==> src/rtl/bfr_pkg.sv <==
package bfr_pkg;
    parameter int unsigned ADDR_W = 32;
    parameter int unsigned DATA_W = 32;
    parameter int unsigned PC_W   = 32;
    parameter int unsigned SR_W   = 16;
    parameter int unsigned FC_W   = 3;
    parameter int unsigned SIZE_W = 2;

    typedef struct packed {
        logic [ADDR_W-1:0] addr;
        logic [FC_W-1:0]   fc;
        logic              wr;
        logic [SIZE_W-1:0] size;
        logic [DATA_W-1:0] wdata;
    } cyc_t;

    typedef struct packed {
        logic            valid;
        logic [PC_W-1:0] pc;
        logic [SR_W-1:0] sr;
        cyc_t            cyc;
    } rec_t;

    localparam int unsigned CYC_W   = $bits(cyc_t);
    localparam int unsigned FRAME_W = $bits(rec_t);

    typedef enum logic [1:0] {
        ST_IDLE = 2'd0,
        ST_RUN  = 2'd1,
        ST_RPL  = 2'd2
    } st_t;

    function automatic logic [FRAME_W-1:0] rec_to_frame(rec_t r);
        return r;
    endfunction

    function automatic rec_t frame_to_rec(logic [FRAME_W-1:0] f);
        return rec_t'(f);
    endfunction

    function automatic cyc_t make_cyc(logic [ADDR_W-1:0] a, logic [FC_W-1:0] fc,
                                      logic wr, logic [SIZE_W-1:0] sz,
                                      logic [DATA_W-1:0] wd);
        cyc_t c;
        c.addr  = a;
        c.fc    = fc;
        c.wr    = wr;
        c.size  = sz;
        c.wdata = wd;
        return c;
    endfunction
endpackage

==> src/rtl/bfr_seq.sv <==
module bfr_seq
    import bfr_pkg::*;
(
    input  logic              clk,
    input  logic              rst,
    input  logic              core_req_i,
    input  cyc_t              core_cyc_i,
    input  logic              rte_i,
    input  logic              rec_valid_i,
    input  cyc_t              rec_cyc_i,
    input  logic              bus_ack_i,
    input  logic              bus_err_i,
    input  logic [DATA_W-1:0] bus_rdata_i,
    output logic              active_o,
    output cyc_t              cur_o,
    output logic              busy_o,
    output logic              cap_o,
    output logic              clr_o,
    output logic              ld_ok_o,
    output logic              core_ack_o,
    output logic [DATA_W-1:0] rdata_o,
    output logic              fault_o,
    output logic              done_o
);
    st_t               st_q, st_d;
    cyc_t              cur_q, cur_d;
    logic              pend_q, pend_d;
    logic              ack_q, ack_d, flt_q, flt_d, dn_q, dn_d;
    logic [DATA_W-1:0] rdata_q, rdata_d;
    logic              go, launch;

    assign go     = rte_i | pend_q;
    assign launch = (st_q == ST_IDLE) & go & rec_valid_i;

    always_comb begin
        st_d    = st_q;
        cur_d   = cur_q;
        pend_d  = pend_q;
        rdata_d = rdata_q;
        ack_d   = 1'b0;
        flt_d   = 1'b0;
        dn_d    = 1'b0;
        cap_o   = 1'b0;
        clr_o   = 1'b0;
        case (st_q)
            ST_IDLE: begin
                pend_d = 1'b0;
                if (launch) begin
                    st_d  = ST_RPL;
                    cur_d = rec_cyc_i;
                end else if (core_req_i && !pend_q) begin
                    st_d  = ST_RUN;
                    cur_d = core_cyc_i;
                end
            end
            ST_RUN: begin
                if (rte_i) pend_d = 1'b1;
                if (bus_err_i) begin
                    cap_o = 1'b1;
                    flt_d = 1'b1;
                    st_d  = ST_IDLE;
                end else if (bus_ack_i) begin
                    ack_d   = 1'b1;
                    rdata_d = bus_rdata_i;
                    st_d    = ST_IDLE;
                end
            end
            ST_RPL: begin
                if (bus_err_i) begin
                    cap_o = 1'b1;
                    flt_d = 1'b1;
                    st_d  = ST_IDLE;
                end else if (bus_ack_i) begin
                    clr_o   = 1'b1;
                    ack_d   = 1'b1;
                    dn_d    = 1'b1;
                    rdata_d = bus_rdata_i;
                    st_d    = ST_IDLE;
                end
            end
            default: st_d = ST_IDLE;
        endcase
    end

    always_ff @(posedge clk) begin
        if (rst) begin
            st_q    <= ST_IDLE;
            cur_q   <= '0;
            pend_q  <= 1'b0;
            ack_q   <= 1'b0;
            flt_q   <= 1'b0;
            dn_q    <= 1'b0;
            rdata_q <= '0;
        end else begin
            st_q    <= st_d;
            cur_q   <= cur_d;
            pend_q  <= pend_d;
            ack_q   <= ack_d;
            flt_q   <= flt_d;
            dn_q    <= dn_d;
            rdata_q <= rdata_d;
        end
    end

    assign active_o   = (st_q != ST_IDLE);
    assign cur_o      = cur_q;
    assign busy_o     = pend_q | (st_q == ST_RPL);
    assign ld_ok_o    = (st_q == ST_IDLE) & ~launch;
    assign core_ack_o = ack_q;
    assign rdata_o    = rdata_q;
    assign fault_o    = flt_q;
    assign done_o     = dn_q;

    // an open cycle keeps its fields until the bus answers
    p_hold_cycle_r9: assert property (@(posedge clk) disable iff (rst)
        (st_q != ST_IDLE && !bus_ack_i && !bus_err_i) |=> ($stable(cur_q) && st_q == $past(st_q)));

    // an abort ends the cycle and raises only the fault pulse
    p_abort_r3: assert property (@(posedge clk) disable iff (rst)
        (st_q != ST_IDLE && bus_err_i) |=> (st_q == ST_IDLE && fault_o && !core_ack_o));

    // completion and fault never reported together
    p_resp_excl_r2: assert property (@(posedge clk) disable iff (rst)
        $onehot0({fault_o, core_ack_o}));

    // a finished replay also completes the core's cycle
    p_done_ack_r6: assert property (@(posedge clk) disable iff (rst)
        done_o |-> core_ack_o);
endmodule

==> src/rtl/bfr_rec.sv <==
module bfr_rec
    import bfr_pkg::*;
(
    input  logic               clk,
    input  logic               rst,
    input  logic               cap_i,
    input  cyc_t               cyc_i,
    input  logic [PC_W-1:0]    pc_i,
    input  logic [SR_W-1:0]    sr_i,
    input  logic               ld_i,
    input  logic               ld_ok_i,
    input  logic [FRAME_W-1:0] frame_i,
    input  logic               clr_i,
    output rec_t               rec_o
);
    rec_t rec_q;

    always_ff @(posedge clk) begin
        if (rst) begin
            rec_q <= '0;
        end else if (cap_i) begin
            rec_q.valid <= 1'b1;
            rec_q.pc    <= pc_i;
            rec_q.sr    <= sr_i;
            rec_q.cyc   <= cyc_i;
        end else if (ld_i && ld_ok_i) begin
            rec_q <= frame_to_rec(frame_i);
        end else if (clr_i) begin
            rec_q.valid <= 1'b0;
        end
    end

    assign rec_o = rec_q;

    // a capture leaves a valid record of the faulted cycle
    p_capture_r3: assert property (@(posedge clk) disable iff (rst)
        cap_i |=> (rec_q.valid && rec_q.cyc == $past(cyc_i) && rec_q.pc == $past(pc_i)));

    // a successful replay retires the record but keeps its fields
    p_clear_r6: assert property (@(posedge clk) disable iff (rst)
        (clr_i && !cap_i) |=> (!rec_q.valid && $stable(rec_q.cyc)));
endmodule

==> src/rtl/bus_fault_replay.sv <==
module bus_fault_replay
    import bfr_pkg::*;
(
    input  logic               clk,
    input  logic               rst,
    input  logic               core_req_i,
    input  logic [ADDR_W-1:0]  core_addr_i,
    input  logic [FC_W-1:0]    core_fc_i,
    input  logic               core_wr_i,
    input  logic [SIZE_W-1:0]  core_size_i,
    input  logic [DATA_W-1:0]  core_wdata_i,
    input  logic [PC_W-1:0]    core_pc_i,
    input  logic [SR_W-1:0]    core_sr_i,
    output logic               core_busy_o,
    output logic               core_ack_o,
    output logic [DATA_W-1:0]  core_rdata_o,
    output logic               bus_req_o,
    output logic [ADDR_W-1:0]  bus_addr_o,
    output logic [FC_W-1:0]    bus_fc_o,
    output logic               bus_wr_o,
    output logic [SIZE_W-1:0]  bus_size_o,
    output logic [DATA_W-1:0]  bus_wdata_o,
    input  logic               bus_ack_i,
    input  logic               bus_err_i,
    input  logic [DATA_W-1:0]  bus_rdata_i,
    input  logic               rte_i,
    input  logic               frame_load_i,
    input  logic [FRAME_W-1:0] frame_i,
    output logic [FRAME_W-1:0] frame_o,
    output logic               fault_o,
    output logic               replay_done_o
);
    cyc_t core_cyc, cur;
    rec_t rec;
    logic active, cap, clr, ld_ok;

    assign core_cyc = make_cyc(core_addr_i, core_fc_i, core_wr_i, core_size_i, core_wdata_i);

    bfr_seq u_seq (
        .clk         (clk),
        .rst         (rst),
        .core_req_i  (core_req_i),
        .core_cyc_i  (core_cyc),
        .rte_i       (rte_i),
        .rec_valid_i (rec.valid),
        .rec_cyc_i   (rec.cyc),
        .bus_ack_i   (bus_ack_i),
        .bus_err_i   (bus_err_i),
        .bus_rdata_i (bus_rdata_i),
        .active_o    (active),
        .cur_o       (cur),
        .busy_o      (core_busy_o),
        .cap_o       (cap),
        .clr_o       (clr),
        .ld_ok_o     (ld_ok),
        .core_ack_o  (core_ack_o),
        .rdata_o     (core_rdata_o),
        .fault_o     (fault_o),
        .done_o      (replay_done_o)
    );

    bfr_rec u_rec (
        .clk     (clk),
        .rst     (rst),
        .cap_i   (cap),
        .cyc_i   (cur),
        .pc_i    (core_pc_i),
        .sr_i    (core_sr_i),
        .ld_i    (frame_load_i),
        .ld_ok_i (ld_ok),
        .frame_i (frame_i),
        .clr_i   (clr),
        .rec_o   (rec)
    );

    assign bus_req_o   = active;
    assign bus_addr_o  = cur.addr;
    assign bus_fc_o    = cur.fc;
    assign bus_wr_o    = cur.wr;
    assign bus_size_o  = cur.size;
    assign bus_wdata_o = cur.wdata;
    assign frame_o     = rec_to_frame(rec);

    // a fault pulse always comes with a valid record on the frame
    p_fault_valid_r3: assert property (@(posedge clk) disable iff (rst)
        fault_o |-> frame_o[FRAME_W-1]);

    // a done pulse always comes with the record retired and busy down
    p_done_idle_r6: assert property (@(posedge clk) disable iff (rst)
        replay_done_o |-> (!frame_o[FRAME_W-1] && !core_busy_o && !bus_req_o));
endmodule

==> config.mk <==
export PLATFORM = sky130hd
export DESIGN_NAME = bus_fault_replay
export DESIGN_NICKNAME = d
export VERILOG_FILES = /design/src/rtl/bfr_pkg.sv /design/src/rtl/bfr_seq.sv /design/src/rtl/bfr_rec.sv /design/src/rtl/bus_fault_replay.sv
export SDC_FILE = /design/constraint.sdc
export NUM_CORES = 1
export LEC_CHECK = 0
export BUFFER_PORTS_ARGS = -buffer_cell sky130_fd_sc_hd__buf_4
export CAP_MARGIN = 0
export CORE_ASPECT_RATIO = 1.75
export CORE_MARGIN = 10
export CORE_UTILIZATION = 25
export DETAILED_ROUTE_END_ITERATION = 8
export PLACE_DENSITY = 0.54
export RECOVER_POWER = 50
export SETUP_SLACK_MARGIN = 0.5
export SLEW_MARGIN = 20
export SYNTH_ARGS = -nofsm -noshare
export SYNTH_HDL_FRONTEND = slang
export SYNTH_SLANG_ARGS = --single-unit
==> constraint.sdc <==
create_clock -name clk -period 2.14 [get_ports clk]
set_clock_uncertainty 0.05 [all_clocks]
set_input_delay 0.321 -clock clk [delete_from_list [all_inputs] [get_ports clk]]
set_output_delay 0.321 -clock clk [all_outputs]
set_load 0.03 [all_outputs]
==> run summary <==
Period minus WS final -> 1.89 ns
syn_nets -> 1,476
Hold Vio Cnt, Final -> 0
crit-path cells -> inv_4, ha_4, or2_4, buf_6
CTS tree -> done
Ports -> 502
vias in the first global route -> 11.6k
CTS root buf -> clkbuf_16
Placed Area -> 0.0138 sq mm
Slowest-stage cell, CP -> dfxtp_1
Detailed Route WL -> 58,900 um
remaining global-route overflow -> 0
largest net degree at the start of global routing -> 90
Power Density -> 865 mW/mm^2
period utilization -> 0.882
Post-synth ARST share -> 0
Post-synth EDFFs -> 0
Via density -> 5.03
antenna viol nets, final -> 0
crit path buf inv count -> 2
htree depth -> 1
unrepaired setup endpoints after global routing -> yes
placed cell count -> 2,095
Overall Global Routing Usage -> 0.198
fin nets -> 2,167
worst-skew pair later-pin latency -> 0.55 ns
layout cells sized above 1 -> 0.362
post-synth top area cell -> dfxtp_1
Initial Utilization -> 0.253
DRT Pass-1 Iters -> 7
final setup vio count -> 0
area fraction of the dominant cell type after synthesis -> 0.478
top post-synthesis cells by area -> dfxtp_1 48%, nand2_1 16%, a311oi_1 15%
critical path class -> flop to output pin
clock slew at reported path FFs -> 0.07 ns
register area share after synthesis -> 0.478
routability cong. -> 0.814
setup_tns -> 0 ns
P_leak -> 7.96 nW
max-slew violations -> 0
number of CTS-inserted buffers -> 25
ys flop type -> dfxtp_1
final instance area -> 0.0186 sq mm
row count -> 94
max incr delay on CP -> 0.38 ns
Mapped Cells -> 1,197
# DRC -> 0
Die Width -> 167 um
status -> complete, no violations
routed length per instance -> 24.7 um
Area Overhead vs Synth -> 95.2%
Clock Tree Buf Depth -> 3
Max Clock Freq -> 0.530 GHz
first-pass GRT wire length -> 73,000 um
buffers added on ports -> 501
Num Clock Sinks -> 227
Starting DRT DRC Count -> 707
synthesized area -> 0.00951 sq mm
Worst-Margin Slew -> 0.725 ns
Worst Path Max Fanout -> 3
Ys Warns -> 0
synthesis-stage register bit count -> 227
fin util -> 0.493
initial antenna violation count -> 3
Hold Crit Class -> input port to flop
Worst EP required -> 1.77 ns
critical path arrival -> 1.52 ns
post-DP HPWL -> 33,100 um
Die Area -> 0.0466 sq mm
vias -> 12.0k
Core ar. -> 0.0376 sq mm
Top delay family on crit path -> flip-flops
post-synthesis cell type count -> 31
average size of a mapped cell -> 7.95 sq um
final hold slack -> 0.0142 ns
element type at the critical path end -> output pin
Rel. slew slack -> 0.516
max-cap check violation count -> 0
Post-Layout Cell Count -> 2,388
Die Span Y -> 278 um
startpoint types -> flop
VDD IR-drop max -> 0.532 mV
-- cells in the mapped netlist, types with 2 or more instances --
library cell	count
clkbuf_1	64
buf_1	5
inv_1	3
nor2_1	191
buf_4	4
a311oi_1	163
a211oi_1	25
nand2_1	395
buf_6	12
dfxtp_1	227
a21oi_1	35
buf_2	26
nand3_1	2
ha_1	3
nor2b_1	2
mux2i_1	25
-- where the power goes --
| part | switching [mW] | internal (mW) | leakage, nW |
|---|---|---|---|
| Clock | 1.92 | 2.36 | 0.376 |
| Sequential | 0.466 | 4.81 | 1.87 |
| Combinational | 3.90 | 2.61 | 5.71 |
| Total | 6.28 | 9.78 | 7.96 |
-- sequential cells by signal (all words and copies together) (netlist names) --
signal	cells
u_rec.rec_o	119
u_seq.cur_o	70
u_seq.rdata_o	32
u_seq.st_q	2
u_seq.core_ack_o	1
u_seq.done_o	1
u_seq.fault_o	1
u_seq.pend_q	1
-- logic make-up (layout without fill, tap and decap cells) --
logic type,count (synthesis),in the layout,synth area share
compound gates,229,229,0.193
fa+ha+maj,3,3,0.00395
buf+inv,114,821,0.0594
flops,227,227,0.478
mux,25,25,0.0263
other cells,0,3,0
simple gates,599,600,0.240
-- tightest hold or removal path, stage by stage --
cell	delay [ns]
buf_4	0.11
nand2_1	0.04
a311oi_1	0.08
-- final timing paths --
kind / startpoint / to / slack (ns) / depth (start not counted)
worst min-delay path: core_addr_i[15] / u_seq.cur_o[53]$_SDFFE_PP0P_ / 0.01 / 3
worst max-delay path: u_seq.st_q[0]$_SDFFE_PP0P_ / core_busy_o / 0.25 / 4
worst max register to register: u_seq.st_q[0]$_SDFFE_PP0P_ / u_seq.cur_o[34]$_SDFFE_PP0P_ / 0.27 / 10
worst min register to register: u_seq.rdata_o[23]$_SDFFE_PP0P_ / u_seq.rdata_o[23]$_SDFFE_PP0P_ / 0.40 / 2
-- layout make-up --
type / instances / area [sq um]
clock buffers: 39 / 738
flip-flops and latches: 227 / 4550
inverters: 3 / 16.3
repair buffers: 774 / 6750
well taps: 480 / 601
fillers: 3694 / 19100
multi-input cells: 857 / 5890
diodes: 3 / 7.51
clock inverters: 5 / 27.5
-- per-layer routing --
layer	vias to the layer above	wire length, um	track usage
met5	-	0	0
met3	157	4210	0.0509
met4	0	3440	0.0902
met1	5734	21000	0.218
met2	567	30200	0.349
li1	5550	-	-
-- per-stage QoR --
step	power [mW]	worst slack, ns
floorplan	7.91	0.471
global route	16.7	0.185
finish	16.1	0.252
CTS	15.1	0.291
global placement	9.93	0.189
detailed placement	9.99	0.107
-- placed cells by master, fill, tap and decap left out, types with 2 or more instances in the layout --
| master | n |
|---|---|
| clkbuf_8 | 6 |
| buf_12 | 29 |
| diode_2 | 3 |
| nand2_8 | 2 |
| a311oi_1 | 64 |
| a311oi_2 | 99 |
| clkbuf_16 | 48 |
| bufbuf_16 | 2 |
| ha_4 | 2 |
| nand2_4 | 88 |
| buf_4 | 314 |
| nand2_2 | 42 |
| nand2_1 | 265 |
| a21oi_1 | 35 |
| buf_8 | 5 |
| clkinv_2 | 4 |
| dfxtp_1 | 226 |
| nor2_1 | 191 |
| inv_4 | 2 |
| nor2b_1 | 2 |
| clkbuf_1 | 219 |
| mux2i_1 | 25 |
| dlygate4sd3_1 | 153 |
| buf_6 | 14 |
| buf_16 | 22 |
| a211oi_1 | 25 |
-- repair_timing --
item	in CTS	in global routing
hold buffers	153	0
setup endpoints to repair	192	192
cloned	17	31
pin swaps	19	259
hold endpoints to repair	151	0
setup buffers	20	25
resized for setup	44	345
(Power assumes the default switching activity.)
